`config.mk`:
```
export PLATFORM = sky130hd
export DESIGN_NAME = dec8b10b
export DESIGN_NICKNAME = d
export VERILOG_FILES = /design/src/rtl/dec8b10b_pkg.sv /design/src/rtl/dec_hi6.sv /design/src/rtl/dec_lo4.sv /design/src/rtl/dec8b10b.sv
export SDC_FILE = /design/constraint.sdc
export NUM_CORES = 1
export LEC_CHECK = 0
export CELL_PAD_IN_SITES_DETAIL_PLACEMENT = 1
export CELL_PAD_IN_SITES_GLOBAL_PLACEMENT = 1
export CORE_MARGIN = 1.5
export CORE_UTILIZATION = 33
export CTS_CLUSTER_SIZE = 10
export DETAILED_ROUTE_END_ITERATION = 16
export PLACE_DENSITY = 0.67
export RECOVER_POWER = 100
export REMOVE_ABC_BUFFERS = 1
export SETUP_SLACK_MARGIN = 0.5
export SLEW_MARGIN = 5
export SYNTH_ARGS = -nofsm -noshare
export SYNTH_HDL_FRONTEND = slang
export SYNTH_SLANG_ARGS = --single-unit
```
`constraint.sdc`:
```
create_clock -name clk_i -period 4.2 [get_ports clk_i]
set_clock_uncertainty 0.1 [all_clocks]
set_input_delay 0.42 -clock clk_i [delete_from_list [all_inputs] [get_ports clk_i]]
set_output_delay 0.42 -clock clk_i [all_outputs]
set_load 0.005 [all_outputs]
```
`src/rtl/dec8b10b_pkg.sv`:
```
package dec8b10b_pkg;
  localparam int SYM_W  = 10;
  localparam int BYTE_W = 8;
  localparam int HI_W   = 6;
  localparam int LO_W   = 4;
  localparam int X_N    = 1 << (HI_W - 1);
  localparam int Y_N    = 1 << (LO_W - 1);

  typedef struct packed {
    logic       ok;
    logic [2:0] y;
    logic       kf;
  } lo_res_t;

  // negative-column 6-bit codes, written abcdei with a as msb
  function automatic logic [5:0] tbl6(input logic [4:0] x);
    case (x)
      5'd0:  tbl6 = 6'b100111; 5'd1:  tbl6 = 6'b011101;
      5'd2:  tbl6 = 6'b101101; 5'd3:  tbl6 = 6'b110001;
      5'd4:  tbl6 = 6'b110101; 5'd5:  tbl6 = 6'b101001;
      5'd6:  tbl6 = 6'b011001; 5'd7:  tbl6 = 6'b111000;
      5'd8:  tbl6 = 6'b111001; 5'd9:  tbl6 = 6'b100101;
      5'd10: tbl6 = 6'b010101; 5'd11: tbl6 = 6'b110100;
      5'd12: tbl6 = 6'b001101; 5'd13: tbl6 = 6'b101100;
      5'd14: tbl6 = 6'b011100; 5'd15: tbl6 = 6'b010111;
      5'd16: tbl6 = 6'b011011; 5'd17: tbl6 = 6'b100011;
      5'd18: tbl6 = 6'b010011; 5'd19: tbl6 = 6'b110010;
      5'd20: tbl6 = 6'b001011; 5'd21: tbl6 = 6'b101010;
      5'd22: tbl6 = 6'b011010; 5'd23: tbl6 = 6'b111010;
      5'd24: tbl6 = 6'b110011; 5'd25: tbl6 = 6'b100110;
      5'd26: tbl6 = 6'b010110; 5'd27: tbl6 = 6'b110110;
      5'd28: tbl6 = 6'b001110; 5'd29: tbl6 = 6'b101110;
      5'd30: tbl6 = 6'b011110; default: tbl6 = 6'b101011;
    endcase
  endfunction

  function automatic logic [5:0] enc6(input logic [4:0] x, input logic rd);
    logic [5:0] c;
    c = tbl6(x);
    if (rd && (($countones(c) != 3) || (x == 5'd7))) c = ~c;
    return c;
  endfunction

  function automatic logic [5:0] enc6_k28(input logic rd);
    return rd ? 6'b110000 : 6'b001111;
  endfunction

  function automatic logic [3:0] tbl4(input logic [2:0] y);
    case (y)
      3'd0: tbl4 = 4'b1011; 3'd1: tbl4 = 4'b1001;
      3'd2: tbl4 = 4'b0101; 3'd3: tbl4 = 4'b1100;
      3'd4: tbl4 = 4'b1101; 3'd5: tbl4 = 4'b1010;
      3'd6: tbl4 = 4'b0110; default: tbl4 = 4'b1110;
    endcase
  endfunction

  // k: K28 flavour, balanced forms invert at negative disparity
  function automatic logic [3:0] enc4(input logic [2:0] y, input logic rd,
                                      input logic alt, input logic k);
    logic [3:0] c;
    c = alt ? 4'b0111 : tbl4(y);
    if (($countones(c) != 2) || (y == 3'd3)) begin
      if (rd) c = ~c;
    end else if (k && !rd) begin
      c = ~c;
    end
    return c;
  endfunction

  function automatic logic a7_req(input logic [4:0] x, input logic rd);
    return rd ? (x == 5'd11 || x == 5'd13 || x == 5'd14)
              : (x == 5'd17 || x == 5'd18 || x == 5'd20);
  endfunction

  function automatic logic k_alt(input logic [4:0] x);
    return x == 5'd23 || x == 5'd27 || x == 5'd29 || x == 5'd30;
  endfunction
endpackage

```
`src/rtl/dec_hi6.sv`:
```
module dec_hi6
  import dec8b10b_pkg::*;
(
  input  logic [5:0] code_i,
  input  logic       rd_i,
  output logic [4:0] val_o,
  output logic       hit_cur_o,
  output logic       hit_opp_o,
  output logic       k28_o,
  output logic       rd_o
);
  logic [4:0] x_cur, x_opp;
  logic [2:0] ones;

  always_comb begin
    hit_cur_o = 1'b0;
    hit_opp_o = 1'b0;
    x_cur     = '0;
    x_opp     = '0;
    for (int i = 0; i < X_N; i++) begin
      if (code_i == enc6(5'(i), rd_i)) begin
        hit_cur_o = 1'b1;
        x_cur     = 5'(i);
      end
      if (code_i == enc6(5'(i), !rd_i)) begin
        hit_opp_o = 1'b1;
        x_opp     = 5'(i);
      end
    end
    k28_o = 1'b0;
    if (code_i == enc6_k28(rd_i)) begin
      hit_cur_o = 1'b1;
      x_cur     = 5'd28;
      k28_o     = 1'b1;
    end
    if (code_i == enc6_k28(!rd_i)) begin
      hit_opp_o = 1'b1;
      x_opp     = 5'd28;
      k28_o     = 1'b1;
    end
    val_o = hit_cur_o ? x_cur : x_opp;
  end

  assign ones = 3'($countones(code_i));
  assign rd_o = (ones > 3'd3) ? 1'b1 : (ones < 3'd3) ? 1'b0 : rd_i;
endmodule

```
`src/rtl/dec_lo4.sv`:
```
module dec_lo4
  import dec8b10b_pkg::*;
(
  input  logic [3:0] code_i,
  input  logic       rd_i,
  input  logic [4:0] x_i,
  input  logic       k28_i,
  output logic [2:0] val_o,
  output logic       hit_cur_o,
  output logic       hit_opp_o,
  output logic       ctrl_o,
  output logic       rd_o
);
  lo_res_t r_cur, r_opp;
  logic [2:0] ones;

  function automatic lo_res_t match(input logic [3:0] c, input logic rd,
                                    input logic [4:0] x, input logic k28);
    lo_res_t r;
    r = '0;
    for (int i = 0; i < Y_N; i++) begin
      if (k28) begin
        if (c == enc4(3'(i), rd, i == Y_N - 1, 1'b1)) begin
          r.ok = 1'b1; r.y = 3'(i); r.kf = 1'b1;
        end
      end else if (i != Y_N - 1) begin
        if (c == enc4(3'(i), rd, 1'b0, 1'b0)) begin
          r.ok = 1'b1; r.y = 3'(i); r.kf = 1'b0;
        end
      end else begin
        // primary x.7 form is illegal where the alternate is required
        if (c == enc4(3'd7, rd, 1'b0, 1'b0) && !a7_req(x, rd)) begin
          r.ok = 1'b1; r.y = 3'd7; r.kf = 1'b0;
        end
        if (c == enc4(3'd7, rd, 1'b1, 1'b0) && (a7_req(x, rd) || k_alt(x))) begin
          r.ok = 1'b1; r.y = 3'd7; r.kf = !a7_req(x, rd);
        end
      end
    end
    return r;
  endfunction

  always_comb begin
    r_cur = match(code_i, rd_i, x_i, k28_i);
    r_opp = match(code_i, !rd_i, x_i, k28_i);
  end

  assign hit_cur_o = r_cur.ok;
  assign hit_opp_o = r_opp.ok;
  assign val_o     = r_cur.ok ? r_cur.y  : r_opp.y;
  assign ctrl_o    = r_cur.ok ? r_cur.kf : r_opp.kf;
  assign ones      = 3'($countones(code_i));
  assign rd_o      = (ones > 3'd2) ? 1'b1 : (ones < 3'd2) ? 1'b0 : rd_i;
endmodule

```
`src/rtl/dec8b10b.sv`:
```
module dec8b10b
  import dec8b10b_pkg::*;
#(
  parameter logic [BYTE_W-1:0] SUB_BYTE = 8'hEE
) (
  input  logic             clk_i,
  input  logic             rst_ni,
  input  logic             valid_i,
  input  logic             bypass_i,
  input  logic [SYM_W-1:0] data_i,
  output logic             valid_o,
  output logic [SYM_W-1:0] data_o,
  output logic             ctrl_o,
  output logic             code_err_o,
  output logic             disp_err_o
);
  localparam int PAD_W = SYM_W - BYTE_W;

  logic [HI_W-1:0] hi_code;
  logic [LO_W-1:0] lo_code;
  logic [4:0]      x_val;
  logic [2:0]      y_val;
  logic            rd_q, rd_mid, rd_end;
  logic            h6_cur, h6_opp, h4_cur, h4_opp, k28, ctrl_lo;
  logic            code_err, disp_err;

  // line order a..i then f..j; sub-codes kept with a (or f) as msb
  always_comb begin
    for (int i = 0; i < HI_W; i++) hi_code[HI_W-1-i] = data_i[i];
    for (int i = 0; i < LO_W; i++) lo_code[LO_W-1-i] = data_i[HI_W+i];
  end

  dec_hi6 u_hi (
    .code_i    (hi_code),
    .rd_i      (rd_q),
    .val_o     (x_val),
    .hit_cur_o (h6_cur),
    .hit_opp_o (h6_opp),
    .k28_o     (k28),
    .rd_o      (rd_mid)
  );

  dec_lo4 u_lo (
    .code_i    (lo_code),
    .rd_i      (rd_mid),
    .x_i       (x_val),
    .k28_i     (k28),
    .val_o     (y_val),
    .hit_cur_o (h4_cur),
    .hit_opp_o (h4_opp),
    .ctrl_o    (ctrl_lo),
    .rd_o      (rd_end)
  );

  assign code_err = !(h6_cur || h6_opp) || !(h4_cur || h4_opp);
  assign disp_err = (h6_opp && !h6_cur) || (h4_opp && !h4_cur);

  always_ff @(posedge clk_i or negedge rst_ni) begin
    if (!rst_ni) begin
      rd_q       <= 1'b0;
      valid_o    <= 1'b0;
      data_o     <= '0;
      ctrl_o     <= 1'b0;
      code_err_o <= 1'b0;
      disp_err_o <= 1'b0;
    end else begin
      valid_o <= valid_i;
      if (valid_i) begin
        if (bypass_i) begin
          data_o     <= data_i;
          ctrl_o     <= 1'b0;
          code_err_o <= 1'b0;
          disp_err_o <= 1'b0;
        end else begin
          rd_q       <= rd_end;
          code_err_o <= code_err;
          disp_err_o <= disp_err && !code_err;
          if (code_err || disp_err) begin
            data_o <= {{PAD_W{1'b0}}, SUB_BYTE};
            ctrl_o <= 1'b1;
          end else begin
            data_o <= {{PAD_W{1'b0}}, y_val, x_val};
            ctrl_o <= ctrl_lo;
          end
        end
      end
    end
  end


  subst_marker_chk: assert property (@(posedge clk_i) disable iff (!rst_ni)
    valid_o && (code_err_o || disp_err_o) |-> data_o == {{PAD_W{1'b0}}, SUB_BYTE} && ctrl_o);


  bypass_raw_chk: assert property (@(posedge clk_i) disable iff (!rst_ni)
    valid_i && bypass_i |=> data_o == $past(data_i) && !ctrl_o && !code_err_o && !disp_err_o);


  bypass_rd_hold_chk: assert property (@(posedge clk_i) disable iff (!rst_ni)
    valid_i && bypass_i |=> rd_q == $past(rd_q));


  idle_rd_hold_chk: assert property (@(posedge clk_i) disable iff (!rst_ni)
    !valid_i |=> $stable(rd_q));


  legal_weight_chk: assert property (@(posedge clk_i) disable iff (!rst_ni)
    valid_i && !bypass_i |=> code_err_o || ($countones($past(data_i)) >= 4 && $countones($past(data_i)) <= 6));


  both_side_balanced_chk: assert property (@(posedge clk_i) disable iff (!rst_ni)
    h6_cur && h6_opp |-> $countones(hi_code) == 3);


  strobe_follow_chk: assert property (@(posedge clk_i) disable iff (!rst_ni)
    valid_o |-> $past(valid_i));
endmodule

```
# After elaboration in Yosys (flattened, before gate mapping)
# Cells that the tools add are included.
[word_totals] out_inout_bits=14 word_cells=541 inputBits=14 register_bits=15
[classes] n_eq_ne=105 magnitude_cmp=4 n_reduce_logical=29 n_bitwise=16 addsub=47 n_mux=334
[ops] operator="5-bit two-way mux" n=112
[ops] operator="4-bit two-way mux" n=107
[ops] operator="32-bit by 3-bit != test with 1-bit output, second input constant" n=13
[ops] operator="32-bit adder" n=9
[ops] operator="6-bit equality test" n=30
[ops] operator="6-bit two-way mux" n=30
[ops] operator="4-bit equality test" n=34
[ops] operator="1-bit two-way mux" n=81
[ops] operator="1-bit by 1-bit adder with 2-bit output" n=31
[ops] operator="4-bit inverter" n=15
[ops] operator="6-bit equality test, second input constant" n=9
[ops] operator="6-bit by 5-bit equality test with 1-bit output, second input constant" n=6
[ops] operator="5-bit equality test, second input constant" n=7
[ops] operator="2-bit by 32-bit adder with 32-bit output" n=1
[ops] operator="32-bit by 2-bit adder with 32-bit output" n=1
[ops] operator="6-bit by 4-bit equality test with 1-bit output, second input constant" n=3
[ops] operator="5-bit by 4-bit equality test with 1-bit output, second input constant" n=3
[ops] operator="1-bit logical OR" n=14
[ops] operator="10-bit two-way mux" n=1
[ops] operator="2-bit by 2-bit adder with 3-bit output" n=3
[ops] operator="8-bit two-way mux" n=1
[ops] operator="1-bit logical AND" n=7
[ops] operator="1-bit zero test" n=7
[ops] operator="3-bit by 2-bit greater-than comparator with 1-bit output, second input constant" n=2
[ops] operator="other kinds (7)" n=8

# Longest topological paths before layout
# Gate-level depths: netlist (run 1).
[depth] ltp_word=51 mapped_depth=20 depth_no_buf=19

# Cells and area by module
# Synthesis (run 1) repeated with hierarchy kept, for this count alone.
[unflattened] cells_unflattened=472 hier_area_um2=3518.4
[by_module_without_submodules] mod="dec_hi6" n_inst=1 area_each_um2=1883.1 cells_per_inst=278 seq_area_each_um2=0.0
[by_module_without_submodules] mod="dec_lo4" n_inst=1 area_each_um2=949.7 cells_per_inst=137 seq_area_each_um2=0.0
[by_module_without_submodules] mod="dec8b10b" n_inst=1 area_each_um2=685.7 cells_per_inst=57 seq_area_each_um2=375.4

# Least setup slack after synthesis (run 1)
# OpenSTA, ideal clock, no wires.
[synth_path] kind="input to register" from="in data_i[0]" to="reg disp_err_o" required_time_ns=3.978 setup_ns=0.122 n_path_buf=1 cell_stages=20 t_arrival_ns=4.256 slack_ns=-0.278 path_cell_list="fa_1 -> inv_1 -> fa_1 -> inv_1 -> ha_1 -> inv_1 -> fa_1 -> o21a_1 -> clkbuf_1 -> nand2_1 -> nand2_1 -> o311ai_0 -> a31o_2 -> a211oi_1 -> o211ai_1 -> mux2i_1 -> o21ai_0 -> a221oi_1 -> a21oi_1 -> a32o_1"
[synth_between] elab_chain_len=50 elab_cells_between_ends=403 classes_between="2 x add/sub; 2 x order compare; 92 x eq/ne; 280 x mux; 27 x reduce/logical"
[synth_rtl] element="start, declared" line_no="dec8b10b.sv:10" rtl="input logic [SYM_W-1:0] data_i,"
[synth_rtl] element="6-bit equality test" line_no="dec_hi6.sv:21" rtl="if (code_i == enc6(5'(i), rd_i)) begin"
[synth_rtl] element="1-bit two-way mux (32 in a row)" line_no="dec_hi6.sv:21"
[synth_rtl] element="1-bit two-way mux" line_no="dec_hi6.sv:31" rtl="if (code_i == enc6_k28(rd_i)) begin"
[synth_rtl] element="5-bit two-way mux" line_no="dec_hi6.sv:41" rtl="val_o = hit_cur_o ? x_cur : x_opp;"
[synth_rtl] element="5-bit equality test or 5-bit by 4-bit equality test with 1-bit output (tied branches)"
[synth_rtl] element="1-bit logical OR"
[synth_rtl] element="1-bit logical OR, on equally long branches"
[synth_rtl] element="1-bit two-way mux, on equally long branches"
[synth_rtl] element="(+3 left out)"
[synth_rtl] element="5-bit two-way mux" line_no="dec_lo4.sv:35" rtl="if (c == enc4(3'd7, rd, 1'b1, 1'b0) && (a7_req(x, rd) || k_alt(x))) begin"
[synth_rtl] element="5-bit two-way mux" line_no="dec_lo4.sv:22" rtl="if (k28) begin"
[synth_rtl] element="1-bit logical OR" line_no="dec8b10b.sv:55" rtl="assign code_err = !(h6_cur || h6_opp) || !(h4_cur || h4_opp);"
[synth_rtl] element="1-bit zero test" line_no="dec8b10b.sv:55"
[synth_rtl] element="1-bit logical OR" line_no="dec8b10b.sv:55"
[synth_rtl] element="1-bit zero test" line_no="dec8b10b.sv:77" rtl="disp_err_o <= disp_err && !code_err;"
[synth_rtl] element="1-bit logical AND *" line_no="dec8b10b.sv:77"
[synth_rtl] element="1-bit two-way mux *" line_no="dec8b10b.sv:69" rtl="if (bypass_i) begin"
[synth_rtl] element="end signal, assigned" line_no="dec8b10b.sv:77"
[synth_rtl] element="end, declared" line_no="dec8b10b.sv:15" rtl="output logic disp_err_o"
# Mark *: on every way between the ends. The rest lies on a longest branch, timed or not. The select of a mux whose other input is x is not followed.
# A chain may end at the register's enable or synchronous reset.

# Worst setup path after layout (run 1)
[layout_path] from="in data_i[3]" to="reg disp_err_o"
# Same word-level chain as after synthesis.

==> report_table.html, run 1 <==
<table>
<tr><th>Metric</th><th>Value</th></tr>
<tr><th colspan="2">Setup path</th></tr>
<tr><td>Worst Setup End Kind</td><td>flip-flop</td></tr>
<tr><td>Worst reg2reg setup slack</td><td>approximately 0.02 ns</td></tr>
<tr><td>Critical path launch point</td><td>data_i[3]</td></tr>
<tr><td>Type of origin of the critical path</td><td>input pin</td></tr>
<tr><td>Critical register-to-register path startpoint</td><td>rd_q</td></tr>
<tr><td>WS Path Type</td><td>in -&gt; reg</td></tr>
<tr><td>Arrival time at the worst endpoint</td><td>4.36 ns</td></tr>
<tr><td>Worst EP required</td><td>4.24 ns</td></tr>
<tr><td>Critical path fanouts, max</td><td>5</td></tr>
<tr><th colspan="2">Global routing</th></tr>
<tr><td>Tot GR Track Use</td><td>between 20 and 30%</td></tr>
<tr><td>Wire length of the first global-routing pass</td><td>approximately 26000 um</td></tr>
<tr><td>Antenna violations before repair</td><td>0</td></tr>
<tr><td>Global route total overflow</td><td>0</td></tr>
<tr><td>Largest net degree at the start of global routing</td><td>28</td></tr>
<tr><td>Number of global-route vias before repair</td><td>4952</td></tr>
<tr><th colspan="2">Logic synthesis</th></tr>
<tr><td>Compound-cell area share of the yosys netlist</td><td>between 30% and 40%</td></tr>
<tr><td>Number of distinct library cell variants in the gate-level netlist after synthesis</td><td>94</td></tr>
<tr><td>Post-synthesis xor/xnor area fraction</td><td>less than 1%</td></tr>
<tr><td>Portion of netlist area occupied by mux cells</td><td>5.67%</td></tr>
<tr><td>Number of synthesized register bits</td><td>15</td></tr>
<tr><td>Fraction of registers with async set or reset after synthesis</td><td>100%</td></tr>
<tr><td>Synthesized-area fraction occupied by and/or/nand/nor cells</td><td>between 30% and 40%</td></tr>
<tr><td>Post-synthesis area per instance</td><td>just over 7 sq um</td></tr>
<tr><td>Count of flip-flops with a built-in enable after synthesis</td><td>0</td></tr>
<tr><td>Synthesized-area fraction occupied by adder cells</td><td>under 10%</td></tr>
<tr><td>YS warnings</td><td>0</td></tr>
<tr><td>Register area share after synthesis</td><td>10.6%</td></tr>
<tr><td>Cell count after synthesis</td><td>about 490</td></tr>
<tr><td>Largest family of logic cells by synthesized area</td><td>compound AO/OA/AOI/OAI gates</td></tr>
<tr><td>Synthesized cell area</td><td>approximately 3500 sq um</td></tr>
<tr><td>Most frequently used flop master after synthesis</td><td>dfrtp_1</td></tr>
<tr><th colspan="2">Pwr</th></tr>
<tr><td>Switching part of the total</td><td>between 40% and 50%</td></tr>
<tr><td>VDD IR-drop max</td><td>138 uV</td></tr>
<tr><td>Part of the power in the clock network</td><td>just over 8%</td></tr>
<tr><td>Design internal power</td><td>between 0.7 and 0.8 mW</td></tr>
<tr><td>PD cells</td><td>264 nW/um^2</td></tr>
<tr><td>Leakage power</td><td>around 2.4 nW</td></tr>
<tr><td>Share of total power in combinational logic</td><td>between 70% and 80%</td></tr>
<tr><td>Total chip power</td><td>approximately 1.5 mW</td></tr>
<tr><td>Net load switching power</td><td>approximately 0.68 mW</td></tr>
<tr><td>Register share of total power</td><td>between 10% and 20%</td></tr>
<tr><th colspan="2">Placement</th></tr>
<tr><td>Total of buffers placed on input and output ports</td><td>27</td></tr>
<tr><td>Number of instances in the placed design</td><td>755</td></tr>
<tr><td>HPWL Detailed</td><td>between 10000 and 15000 um</td></tr>
<tr><td>Placed standard-cell area</td><td>4870 sq um</td></tr>
<tr><td>Final weighted congestion of routability-driven global placement</td><td>approximately 1.0</td></tr>
<tr><th colspan="2">STA</th></tr>
<tr><td>Final setup violation count</td><td>6</td></tr>
<tr><td>Max Freq</td><td>between 0.2 and 0.25 GHz</td></tr>
<tr><td>Number of failing hold endpoints at the final stage</td><td>0</td></tr>
<tr><td>Transition at the pin with the smallest max-transition slack</td><td>roughly 0.75 ns</td></tr>
<tr><td>Rel. slew slack</td><td>around half</td></tr>
<tr><td>Worst-case setup margin in the final layout</td><td>-0.119 ns</td></tr>
<tr><td>Unrepaired setup endpoints after global routing</td><td>yes</td></tr>
<tr><td>Portion of the clock cycle consumed by the worst path in the final layout</td><td>103%</td></tr>
<tr><td>Clock period minus final worst setup slack</td><td>4.32 ns</td></tr>
<tr><td>Smallest hold slack</td><td>approximately 0.38 ns</td></tr>
<tr><td>Final max-slew violation count</td><td>0</td></tr>
<tr><th colspan="2">Floorplan</th></tr>
<tr><td>X dimension of the die</td><td>roughly 110 um</td></tr>
<tr><td>Die area</td><td>around 11000 sq um</td></tr>
<tr><td>Row Count</td><td>37</td></tr>
<tr><td>Initial Util</td><td>34.0%</td></tr>
<tr><td>Die outline height</td><td>~110 um</td></tr>
<tr><td>Area inside the core boundary</td><td>10400 sq um</td></tr>
<tr><td>I/O pin cnt</td><td>28</td></tr>
<tr><th colspan="2">Layout</th></tr>
<tr><td>Core Util, Final</td><td>53.6%</td></tr>
<tr><td>Growth of design area from synthesis to finish</td><td>57.6%</td></tr>
<tr><td>Share of final-layout standard cells stronger than drive strength 1</td><td>around 43%</td></tr>
<tr><td>Post-layout instance count excluding filler cells</td><td>784</td></tr>
<tr><td>Total number of nets in the final design</td><td>between 600 and 700</td></tr>
<tr><td>Count of antenna diodes in the layout</td><td>0</td></tr>
<tr><td>Post-route standard cell area excluding fillers</td><td>approximately 5600 sq um</td></tr>
<tr><th colspan="2">Drt</th></tr>
<tr><td>Routed WL per cell</td><td>22.6 um</td></tr>
<tr><td>Wire length on met3</td><td>~1400 um</td></tr>
<tr><td>Number of detailed-routing iterations run before antenna repair</td><td>5</td></tr>
<tr><td>Post-DR vias/cell</td><td>roughly 6.3</td></tr>
<tr><td>Number of antenna-violating nets in the routed design</td><td>0</td></tr>
<tr><td>Starting DRT DRC Count</td><td>427</td></tr>
<tr><td>WL met2</td><td>8150 um</td></tr>
<tr><td>Overall via count from detail_route</td><td>approximately 5000</td></tr>
<tr><td>Routed WL</td><td>17800 um</td></tr>
<tr><td>Remaining DRCs</td><td>0</td></tr>
<tr><td>Max Used Layer</td><td>met4</td></tr>
<tr><td>Detailed-route wire length on metal 1</td><td>about 7700 um</td></tr>
<tr><th colspan="2">Clock network</th></tr>
<tr><td>Clock root buffer</td><td>clkbuf_8</td></tr>
<tr><td>Maximum number of buffers from clock root to sink</td><td>2</td></tr>
<tr><td>CTS tree</td><td>done</td></tr>
<tr><td>Number of buffers created by CTS</td><td>3</td></tr>
<tr><td>Clk_lat worst skew</td><td>roughly 0.25 ns</td></tr>
<tr><td>Clock sink count</td><td>15</td></tr>
<tr><td>CTS HTree Levels</td><td>1</td></tr>
<tr><td>Register clock-pin slew on the reported worst setup and hold paths</td><td>around 0.07 ns</td></tr>
<tr><th colspan="2">Outcome</th></tr>
<tr><td>Violations in the final reports</td><td>setup timing</td></tr>
<tr><td>Status</td><td>finished with violations</td></tr>
<tr><th colspan="2">Hold path</th></tr>
<tr><td>Tightest Hold Check Type</td><td>reg -&gt; reg</td></tr>
<tr><td>Startpoint of the tightest hold check path</td><td>data_o[4]</td></tr>
<tr><th colspan="2">Flow run</th></tr>
<tr><td>Maximum capacitance violations</td><td>0</td></tr>
</table>
## registers in the layout, summed over array words and instances, names as in the netlist
signal	flops
code_err_o	1
ctrl_o	1
valid_o	1
data_o	10
rd_q	1
disp_err_o	1
## Yosys cell counts, drive strengths merged, types with 5 or more instances
library cell	count	area (sq um)
a21oi	15	82.6
a221oi	6	52.6
a31oi	10	62.6
a32o	12	121
a32oi	9	78.8
and2	8	52.6
and3	8	51.3
buf	21	130
clkbuf	16	60.1
dfrtp	15	375
ha	10	125
inv	19	71.3
mux2	5	60.1
mux2i	14	140
nand2	52	198
nand2b	8	50.1
nand3	31	173
nand4	10	62.6
nor2	39	151
nor2b	7	46.3
nor3	9	56.3
nor3b	7	52.6
nor4	7	58.8
o2111ai	8	70.1
o211ai	12	104
o21a	5	37.5
o21ai	31	155
## layout make-up
class / count / area [sq um]
Timing Repair Buffer: 196 / 1630
Clock buffer: 4 / 45.0
Multi-Input combinational cell: 411 / 3250
Tap cell: 136 / 170
Sequential cell: 15 / 375
Fill cell: 1274 / 4810
Inverter: 22 / 83.8
## critical path: stages
cell and delay (ns):
buf_8 0.10, fa_1 0.55, inv_2 0.04, fa_1 0.49
inv_1 0.04, ha_2 0.16, inv_2 0.06, fa_2 0.45
o21a_4 0.25, nor2_2 0.12, o221ai_1 0.14, a31o_2 0.26
a211oi_2 0.19, o211ai_1 0.15, mux2i_1 0.15, o21ai_1 0.10
a221oi_2 0.29, a21oi_2 0.11, a32o_1 0.29
## layer usage
layer | up-vias | GRT usage, %
met5 | - | 0
met4 | 0 | 7.34
met3 | 46 | 4.78
met2 | 237 | 47.1
met1 | 2439 | 40.6
li1 | 2203 | -
## placed cells by master (no fill, tap or decap), drive strengths merged, types with 10 or more instances in the layout
master / n
dfrtp: 15
nand2: 52
o21ai: 31
mux2i: 14
a32o: 12
buf: 172
a21oi: 15
o211ai: 12
a31oi: 10
nand3: 31
inv: 19
dlygate4sd3: 16
nand4: 10
nor2: 39
ha: 10
## worst paths after layout
| check | end | cells after the start |
|---|---|---|
| worst max-delay path | disp_err_o | 19 |
| worst min-delay path | data_o[4] | 1 |
| worst max register to register | ctrl_o | 14 |
| worst min register to register | data_o[4] | 1 |
| max in group asynchronous | rd_q | 1 |
| min in group asynchronous | data_o[8] | 1 |
## repair_timing
item / in CTS / in global routing
resized for setup: 71 / 61
buffers inserted: 10 / 15
setup endpoints to repair: 11 / 11
endpoints found under the hold margin: 0 / 0
hold buffers: 0 / 0
pin swaps: 29 / 19
## cell families after synthesis
kind of cell	Yosys count
AOI/OAI and AO/OA	161
xor gates and xnor gates	4
adders and majority gates	16
buffers and inverters	59
DFF	15
muxes	19
and+or+nand+nor	211
## stage by stage
stage	setup slack, ns	TNS, ns
2_1_floorplan	-0.331	-0.604
3_3_place_gp	-0.833	-6.42
3_5_place_dp	-1.05	-7.84
4_1_cts	-0.131	-0.205
5_1_grt	-0.251	-1.47
6_report	-0.119	-0.314
## power groups by stage
stage	Sequential, mW	Clock (mW)	Combinational (mW)
after floorplan	0.190	0	0.449
after global placement	0.187	0	0.901
after detailed placement	0.188	0	0.939
after CTS	0.187	0.118	1.01
after global routing	0.190	0.127	1.23
final	0.188	0.120	1.16
(Power assumes the default switching activity.)
==> run 2: changes to the inputs <==
--- a/config.mk
+++ b/config.mk
@@ -8,10 +8,10 @@
 export CELL_PAD_IN_SITES_DETAIL_PLACEMENT = 1
 export CELL_PAD_IN_SITES_GLOBAL_PLACEMENT = 1
 export CORE_MARGIN = 1.5
-export CORE_UTILIZATION = 33
+export CORE_UTILIZATION = 25
 export CTS_CLUSTER_SIZE = 10
 export DETAILED_ROUTE_END_ITERATION = 16
-export PLACE_DENSITY = 0.67
+export PLACE_DENSITY = 0.54
 export RECOVER_POWER = 100
 export REMOVE_ABC_BUFFERS = 1
 export SETUP_SLACK_MARGIN = 0.5
==> run 2 against run 1 <==
Net effect:
- the run still ends with setup timing left
- sequential share of layout area is essentially flat
- via count shrank 5.2%
- non-clock buffer count grew 7
- hold slack lost 0.0045 ns
- worst setup slack lost 0.012 ns
- final cell count grew 6.5%
- die area grew 31%
- power grew 0.92%
- sequential power is essentially flat
- global-route usage shrank 5.7 points
- critical endpoint unchanged
==> report_table.html, run 2 (synthesis gave the netlist of run 1 again) <==
<table>
<tr><th>Metric</th><th>Value</th></tr>
<tr><th colspan="2">Setup path</th></tr>
<tr><td>Arrival time at the worst endpoint</td><td>about 4.4 ns</td></tr>
<tr><td>Worst path max stage delay</td><td>around 0.6 ns</td></tr>
<tr><td>R2R depth</td><td>16</td></tr>
<tr><td>Worst EP required</td><td>between 4 and 5 ns</td></tr>
<tr><td>Type of origin of the critical path</td><td>input pin</td></tr>
<tr><td>Critical Path End</td><td>disp_err_o</td></tr>
<tr><td>Number of logic stages on the critical path including buffering</td><td>20</td></tr>
<tr><td>Buf/Inv on CP</td><td>4</td></tr>
<tr><td>Worst reg2reg setup slack</td><td>around 0.070 ns</td></tr>
<tr><td>Critical path's top delay family</td><td>adder cells</td></tr>
<tr><td>Worst Setup End Kind</td><td>flip-flop</td></tr>
<tr><td>Critical path launch point</td><td>data_i[0]</td></tr>
<tr><td>Critical Path Most Common Cell</td><td>fa_1</td></tr>
<tr><td>WS Path Type</td><td>in -&gt; reg</td></tr>
<tr><td>Critical register-to-register path startpoint</td><td>rd_q</td></tr>
<tr><td>Critical path fanouts, max</td><td>5</td></tr>
<tr><td>List of cells traversed by the critical path</td><td>buf_8, fa_1, inv_1, fa_1, inv_1, ha_2, inv_2, fa_1, o21a_4, nand2_4, nand2_2, o311ai_2, a31o_2, a211oi_2, o211ai_1, mux2i_1, o21ai_1, a221oi_2, a21oi_2, a32o_1</td></tr>
<tr><td>Critical Path Slowest Stage Cell</td><td>fa_1</td></tr>
<tr><td>Critical R2R Capture</td><td>disp_err_o</td></tr>
<tr><th colspan="2">Placement</th></tr>
<tr><td>Total of buffers placed on input and output ports</td><td>27</td></tr>
<tr><td>Number of instances in the placed design</td><td>slightly above 800</td></tr>
<tr><td>HPWL Detailed</td><td>about 14000 um</td></tr>
<tr><td>Final weighted congestion of routability-driven global placement</td><td>about 0.9</td></tr>
<tr><td>Placed standard-cell area</td><td>about 5000 sq um</td></tr>
<tr><th colspan="2">Global routing</th></tr>
<tr><td>Antenna violations before repair</td><td>0</td></tr>
<tr><td>Wire length of the first global-routing pass</td><td>about 28000 um</td></tr>
<tr><td>Global route total overflow</td><td>0</td></tr>
<tr><td>Tot GR Track Use</td><td>about a quarter</td></tr>
<tr><td>Number of global-route vias before repair</td><td>around 5000</td></tr>
<tr><td>Largest net degree at the start of global routing</td><td>28</td></tr>
<tr><th colspan="2">Drt</th></tr>
<tr><td>Routed WL per cell</td><td>20.7 um</td></tr>
<tr><td>Number of antenna-violating nets in the routed design</td><td>0</td></tr>
<tr><td>Remaining DRCs</td><td>0</td></tr>
<tr><td>Number of detailed-routing iterations run before antenna repair</td><td>5</td></tr>
<tr><td>Starting DRT DRC Count</td><td>around 370</td></tr>
<tr><td>Post-DR vias/cell</td><td>~5.6</td></tr>
<tr><td>Overall via count from detail_route</td><td>roughly 4700</td></tr>
<tr><td>Routed WL</td><td>17300 um</td></tr>
<tr><th colspan="2">STA</th></tr>
<tr><td>Transition at the pin with the smallest max-transition slack</td><td>about 0.73 ns</td></tr>
<tr><td>Worst-case setup margin in the final layout</td><td>-0.131 ns</td></tr>
<tr><td>Max Freq</td><td>0.231 GHz</td></tr>
<tr><td>Final-layout setup total negative slack</td><td>-0.347 ns</td></tr>
<tr><td>Rel. slew slack</td><td>roughly half</td></tr>
<tr><td>Final setup violation count</td><td>6</td></tr>
<tr><td>Portion of the clock cycle consumed by the worst path in the final layout</td><td>103%</td></tr>
<tr><td>Unrepaired setup endpoints after global routing</td><td>yes</td></tr>
<tr><td>Number of failing hold endpoints at the final stage</td><td>0</td></tr>
<tr><td>Final max-slew violation count</td><td>0</td></tr>
<tr><td>Clock period minus final worst setup slack</td><td>4.33 ns</td></tr>
<tr><th colspan="2">Clock network</th></tr>
<tr><td>Number of buffers inserted for hold repair after clock tree synthesis</td><td>0</td></tr>
<tr><td>Clock sink count</td><td>15</td></tr>
<tr><td>Clock root buffer</td><td>clkbuf_16</td></tr>
<tr><td>CTS HTree Levels</td><td>1</td></tr>
<tr><td>Number of buffers created by CTS</td><td>3</td></tr>
<tr><td>CTS tree</td><td>done</td></tr>
<tr><td>Register clock-pin slew on the reported worst setup and hold paths</td><td>~0.050 ns</td></tr>
<tr><td>Clk_lat worst skew</td><td>0.24 ns</td></tr>
<tr><td>Maximum number of buffers from clock root to sink</td><td>2</td></tr>
<tr><th colspan="2">Outcome</th></tr>
<tr><td>Status</td><td>finished with violations</td></tr>
<tr><td>Violations in the final reports</td><td>setup timing</td></tr>
<tr><th colspan="2">Floorplan</th></tr>
<tr><td>Row Count</td><td>43</td></tr>
<tr><td>Die area</td><td>roughly 15000 sq um</td></tr>
<tr><td>I/O pin cnt</td><td>28</td></tr>
<tr><td>Initial Util</td><td>25.5%</td></tr>
<tr><td>Die outline height</td><td>122 um</td></tr>
<tr><td>X dimension of the die</td><td>~120 um</td></tr>
<tr><td>Area inside the core boundary</td><td>between 10000 and 15000 sq um</td></tr>
<tr><th colspan="2">Pwr</th></tr>
<tr><td>PD cells</td><td>between 200 and 300 nW/um^2</td></tr>
<tr><td>VDD IR-drop max</td><td>135 uV</td></tr>
<tr><td>Total chip power</td><td>between 1 and 1.5 mW</td></tr>
<tr><td>Leakage power</td><td>roughly 2.4 nW</td></tr>
<tr><th colspan="2">Layout</th></tr>
<tr><td>Share of final-layout standard cells stronger than drive strength 1</td><td>around 41%</td></tr>
<tr><td>Register Area</td><td>375 sq um</td></tr>
<tr><td>Register with the most flip-flops</td><td>data_o</td></tr>
<tr><td>Fill cell instance count of the final layout</td><td>around 1700</td></tr>
<tr><td>Growth of design area from synthesis to finish</td><td>56.7%</td></tr>
<tr><td>Most common cell after layout, fill and taps aside</td><td>buf_4</td></tr>
<tr><td>Post-route standard cell area excluding fillers</td><td>5530 sq um</td></tr>
<tr><td>Max reg flops</td><td>10</td></tr>
<tr><td>Post-layout instance count excluding filler cells</td><td>835</td></tr>
<tr><td>Most frequent cells in the layout</td><td>171 x buf_4, 48 x nand2_1, 33 x nor2_1</td></tr>
<tr><td>Count of antenna diodes in the layout</td><td>0</td></tr>
<tr><td>Area of the multi-input gates</td><td>about 3200 sq um</td></tr>
<tr><td>Total number of nets in the final design</td><td>~700</td></tr>
<tr><th colspan="2">Flow run</th></tr>
<tr><td>Maximum capacitance violations</td><td>0</td></tr>
<tr><th colspan="2">Hold path</th></tr>
<tr><td>Tightest Hold Check Type</td><td>reg -&gt; reg</td></tr>
</table>
[run 2: cell count changes in the layout (fill, tap and decap cells not counted), moves of 3 or more]
cell	delta
a32oi_1	+4
buf_4	+18
and3_1	+3
a21oi_1	+3
a32oi_2	-3
o21ai_0	+4
clkbuf_8	-3
buf_6	-5
clkbuf_16	+3
o21ai_1	-3
and3_4	-3
buf_8	-4
[run 2: layout make-up]
type | instances | share of cell area (%)
Multi-Input combinational cell | 411 | 57.1
Clock buffer | 4 | 1.43
Sequential cell | 15 | 6.79
Timing Repair Buffer | 203 | 29.1
Tap cell | 180 | 4.07
Inverter | 22 | 1.52
[run 2: metrics by stage]
step / utilization, % / worst slack, ns / hold slack, ns
3_5_place_dp: 36.4 / -1.08 / 0.375
4_1_cts: 39.5 / -0.0938 / 0.386
3_3_place_gp: 36.4 / -0.867 / 0.368
6_report: 40.0 / -0.131 / 0.374
5_1_grt: 40.0 / -0.281 / 0.396
2_1_floorplan: - / -0.331 / 0.0244
[run 2: worst min-delay path by stage]
stage / from / endpoint / depth (start not counted)
final: data_o[4] / data_o[4] / 1
after global routing: data_o[4] / data_o[4] / 1
after CTS: data_o[4] / data_o[4] / 1
after detailed placement: data_o[4] / data_o[4] / 1
after global placement: data_o[4] / data_o[4] / 1
after floorplan: rst_ni / code_err_o / 0
[run 2: repair_timing]
action / 4_1_cts / 5_1_grt
pin swaps: 32 / 4
setup buffers: 13 / 3
setup endpoints to repair: 11 / 11
gates resized for setup: 83 / 7
[run 2: power breakdown]
| group | internal (mW) | switching (mW) | leakage [nW] |
|---|---|---|---|
| Sequential | 0.165 | 0.0198 | 0.176 |
| Combinational | 0.537 | 0.573 | 2.15 |
| Clock | 0.129 | 0.0592 | 0.0382 |
[run 2: worst register-to-register path, stage by stage (launching register included)]
cell and delay (ns):
dfrtp_1 0.52, buf_4 0.25, or3b_1 0.44, o22ai_2 0.35, a21o_1 0.24, a311oi_1 0.07
o211ai_1 0.25, o31a_1 0.26, buf_4 0.16, buf_4 0.12, mux2i_1 0.21, o211ai_1 0.13
mux2i_1 0.16, o21ai_1 0.11, a221oi_2 0.26, a21oi_2 0.10, a32o_1 0.28
[run 2: per-layer routing]
layer	GRT usage, %	vias to the layer above	part of all wire [%]
met4	3.38	0	1.2
met2	39.0	120	46
li1	-	2219	-
met5	0	-	0
met3	3.60	20	5.7
met1	33.2	2311	47
==> run 3: changes to the inputs <==
--- a/config.mk
+++ b/config.mk
@@ -11,7 +11,7 @@
 export CORE_UTILIZATION = 25
 export CTS_CLUSTER_SIZE = 10
 export DETAILED_ROUTE_END_ITERATION = 16
-export PLACE_DENSITY = 0.54
+export PLACE_DENSITY = 0.56
 export RECOVER_POWER = 100
 export REMOVE_ABC_BUFFERS = 1
 export SETUP_SLACK_MARGIN = 0.5
==> constraint.sdc (replaced) <==
create_clock -name clk_i -period 3.8 [get_ports clk_i]
set_clock_uncertainty 0.1 [all_clocks]
set_input_delay 0.38 -clock clk_i [delete_from_list [all_inputs] [get_ports clk_i]]
set_output_delay 0.38 -clock clk_i [all_outputs]
set_load 0.005 [all_outputs]
==> run 3 against run 2 <==
Net effect:
- sequential share of layout area down 0.26 points
- routed wire length is 2.1% higher
- non-clock buffer count is 15 higher
- register-to-register slack worse by 0.37 ns
- hold slack better by 0.014 ns
- final area up 4.0%
- critical endpoint is now data_o[4]
- power up 15%
- sequential cell count unchanged
- core utilization grew 1.6 points
- largest cell class unchanged
- the run still ends with setup timing left
- highest routed layer unchanged
- first-iteration DRC count down 11%
- worst setup slack worse by 0.46 ns
- die area is the same
==> report_table.html, run 3 (synthesis gave the netlist of run 1 again) <==
<table>
<tr><th>Metric</th><th>Value</th></tr>
<tr><th colspan="2">Outcome</th></tr>
<tr><td>Status</td><td>finished with violations</td></tr>
<tr><td>Violations in the final reports</td><td>setup timing</td></tr>
<tr><th colspan="2">Global routing</th></tr>
<tr><td>Antenna violations before repair</td><td>0</td></tr>
<tr><td>Number of global-route vias before repair</td><td>between 4000 and 5000</td></tr>
<tr><td>Largest net degree at the start of global routing</td><td>28</td></tr>
<tr><td>Global route total overflow</td><td>0</td></tr>
<tr><td>Tot GR Track Use</td><td>between 20 and 25%</td></tr>
<tr><td>Wire length of the first global-routing pass</td><td>roughly 27000 um</td></tr>
<tr><th colspan="2">Drt</th></tr>
<tr><td>Post-DR vias/cell</td><td>approximately 5.6</td></tr>
<tr><td>Overall via count from detail_route</td><td>between 4000 and 5000</td></tr>
<tr><td>Routed WL per cell</td><td>~21 um</td></tr>
<tr><td>Number of antenna-violating nets in the routed design</td><td>0</td></tr>
<tr><td>Starting DRT DRC Count</td><td>around 330</td></tr>
<tr><td>Remaining DRCs</td><td>0</td></tr>
<tr><td>Number of detailed-routing iterations run before antenna repair</td><td>5</td></tr>
<tr><td>Routed WL</td><td>roughly 18000 um</td></tr>
<tr><th colspan="2">Pwr</th></tr>
<tr><td>Part of the power in the clock network</td><td>between 10% and 20%</td></tr>
<tr><td>Switching part of the total</td><td>between 40% and 50%</td></tr>
<tr><td>Net load switching power</td><td>about 0.75 mW</td></tr>
<tr><td>PD cells</td><td>about 300 nW/um^2</td></tr>
<tr><td>Share of total power in combinational logic</td><td>76.2%</td></tr>
<tr><td>Design internal power</td><td>between 0.9 and 1 mW</td></tr>
<tr><td>Leakage power</td><td>approximately 2.5 nW</td></tr>
<tr><td>VDD IR-drop max</td><td>~130 uV</td></tr>
<tr><td>Register share of total power</td><td>about an eighth</td></tr>
<tr><th colspan="2">STA</th></tr>
<tr><td>Clock period minus final worst setup slack</td><td>~4.4 ns</td></tr>
<tr><td>Final setup violation count</td><td>11</td></tr>
<tr><td>Rel. slew slack</td><td>a little over two fifths</td></tr>
<tr><td>Final-layout setup total negative slack</td><td>-5.10 ns</td></tr>
<tr><td>Unrepaired setup endpoints after global routing</td><td>yes</td></tr>
<tr><td>Number of failing hold endpoints at the final stage</td><td>0</td></tr>
<tr><td>Max Freq</td><td>0.228 GHz</td></tr>
<tr><td>Final max-slew violation count</td><td>0</td></tr>
<tr><td>Transition at the pin with the smallest max-transition slack</td><td>roughly 0.86 ns</td></tr>
<tr><td>Worst-case setup margin in the final layout</td><td>-0.593 ns</td></tr>
<tr><td>Smallest hold slack</td><td>0.389 ns</td></tr>
<tr><td>Portion of the clock cycle consumed by the worst path in the final layout</td><td>116%</td></tr>
<tr><th colspan="2">Layout</th></tr>
<tr><td>Max reg flops</td><td>10</td></tr>
<tr><td>Count of antenna diodes in the layout</td><td>0</td></tr>
<tr><td>Most frequent cells in the layout</td><td>182 x buf_4, 47 x nand2_1, 34 x nor2_1</td></tr>
<tr><td>Register with the most flip-flops</td><td>data_o</td></tr>
<tr><td>Fill cell instance count of the final layout</td><td>1667</td></tr>
<tr><td>Growth of design area from synthesis to finish</td><td>63.0%</td></tr>
<tr><td>Share of final-layout standard cells stronger than drive strength 1</td><td>around 43%</td></tr>
<tr><td>Total number of nets in the final design</td><td>699</td></tr>
<tr><td>Most common cell after layout, fill and taps aside</td><td>buf_4</td></tr>
<tr><td>Core Util, Final</td><td>just over 40%</td></tr>
<tr><td>Post-layout instance count excluding filler cells</td><td>850</td></tr>
<tr><th colspan="2">Setup path</th></tr>
<tr><td>Arrival time at the worst endpoint</td><td>~4.4 ns</td></tr>
<tr><td>Worst Setup End Kind</td><td>flip-flop</td></tr>
<tr><td>WS Path Type</td><td>in -&gt; reg</td></tr>
<tr><td>Critical path fanouts, max</td><td>6</td></tr>
<tr><td>Type of origin of the critical path</td><td>input pin</td></tr>
<tr><td>Worst EP required</td><td>3.83 ns</td></tr>
<tr><td>Worst reg2reg setup slack</td><td>-0.30 ns</td></tr>
<tr><th colspan="2">Clock network</th></tr>
<tr><td>Clock sink count</td><td>15</td></tr>
<tr><td>Register clock-pin slew on the reported worst setup and hold paths</td><td>~0.050 ns</td></tr>
<tr><td>Maximum number of buffers from clock root to sink</td><td>2</td></tr>
<tr><td>Number of buffers created by CTS</td><td>3</td></tr>
<tr><td>Clk_lat worst skew</td><td>around 0.24 ns</td></tr>
<tr><td>Number of buffers inserted for hold repair after clock tree synthesis</td><td>0</td></tr>
<tr><td>CTS HTree Levels</td><td>1</td></tr>
<tr><td>CTS tree</td><td>done</td></tr>
<tr><td>Clock root buffer</td><td>clkbuf_16</td></tr>
<tr><th colspan="2">Placement</th></tr>
<tr><td>Final weighted congestion of routability-driven global placement</td><td>0.966</td></tr>
<tr><td>Total of buffers placed on input and output ports</td><td>27</td></tr>
<tr><td>HPWL Detailed</td><td>roughly 13000 um</td></tr>
<tr><td>Number of instances in the placed design</td><td>823</td></tr>
<tr><th colspan="2">Floorplan</th></tr>
<tr><td>Area inside the core boundary</td><td>about 14000 sq um</td></tr>
<tr><td>Die area</td><td>around 15000 sq um</td></tr>
<tr><td>X dimension of the die</td><td>122 um</td></tr>
<tr><td>Row Count</td><td>between 40 and 50</td></tr>
<tr><td>Initial Util</td><td>roughly a quarter</td></tr>
<tr><td>I/O pin cnt</td><td>28</td></tr>
<tr><td>Die outline height</td><td>around 120 um</td></tr>
<tr><th colspan="2">Flow run</th></tr>
<tr><td>Maximum capacitance violations</td><td>0</td></tr>
<tr><th colspan="2">Hold path</th></tr>
<tr><td>Tightest Hold Check Type</td><td>reg -&gt; reg</td></tr>
</table>
run 3: changes by cell type in the layout (fill, tap and decap cells not counted), moves of 3 or more:
cell and delta:
and3_1 -3, buf_4 +11, dlymetal6s2s_1 +3, dlygate4sd2_1 -3, buf_12 +3
run 3: final cells by class:
cell class	count	area [sq um]	area share (%)
Multi-Input combinational cell	411	3220	55.9
Timing Repair Buffer	218	1770	30.8
Sequential cell	15	375	6.53
Tap cell	180	225	3.92
Inverter	22	82.6	1.44
Clock buffer	4	78.8	1.37
run 3: path summary, 6_finish.rpt:
path | cells after the start | start | endpoint
min reg2reg | 1 | data_o[4] | data_o[4]
max | 21 | data_i[0] | data_o[4]
min in group asynchronous | 1 | rst_ni | data_o[0]
min | 1 | data_o[4] | data_o[4]
max reg2reg | 16 | rd_q | ctrl_o
max in group asynchronous | 1 | rst_ni | data_o[4]
run 3: power by group through the flow:
stage	clock network, mW	registers [mW]	logic, mW
after floorplan	0	0.210	0.497
after global placement	0	0.202	1.04
after detailed placement	0	0.203	1.07
after CTS	0.209	0.201	1.18
after global routing	0.217	0.204	1.38
final	0.205	0.201	1.30
run 3: per-stage QoR:
step | worst slack, ns | instance area [sq um] | power, mW
after global routing | -0.751 | 5750 | 1.81
after detailed placement | -1.52 | 5130 | 1.28
after floorplan | -0.691 | 3340 | 0.706
after CTS | -0.471 | 5500 | 1.59
final | -0.593 | 5750 | 1.70
after global placement | -1.28 | 5130 | 1.25
run 3: metal layers:
| metal | wire length (um) | up-vias | track usage [%] |
|---|---|---|---|
| li1 | - | 2248 | - |
| met4 | 280 | 0 | 5.00 |
| met2 | 8420 | 133 | 37.8 |
| met3 | 743 | 24 | 1.73 |
| met5 | 0 | - | 0 |
| met1 | 8180 | 2385 | 32.6 |
run 3: what timing repair did:
item                                    4_1_cts  5_1_grt
endpoints found under the setup margin       12       12
gates cloned                                  0        1
pin swaps                                    26       26
buffers inserted                             10       12
resized for setup                            64       34
run 3: worst max-delay path, cell delays in order:
cell,delay (ns)
buf_8,0.10
fa_1,0.52
inv_1,0.05
fa_1,0.42
inv_1,0.07
ha_2,0.16
inv_2,0.04
fa_2,0.56
o21a_4,0.20
buf_4,0.12
buf_6,0.09
buf_6,0.11
nor2_1,0.05
mux2i_1,0.27
o21ai_2,0.14
nor3_2,0.28
nand3_4,0.14
nor3_4,0.32
buf_4,0.17
o311ai_2,0.07
o21a_1,0.16
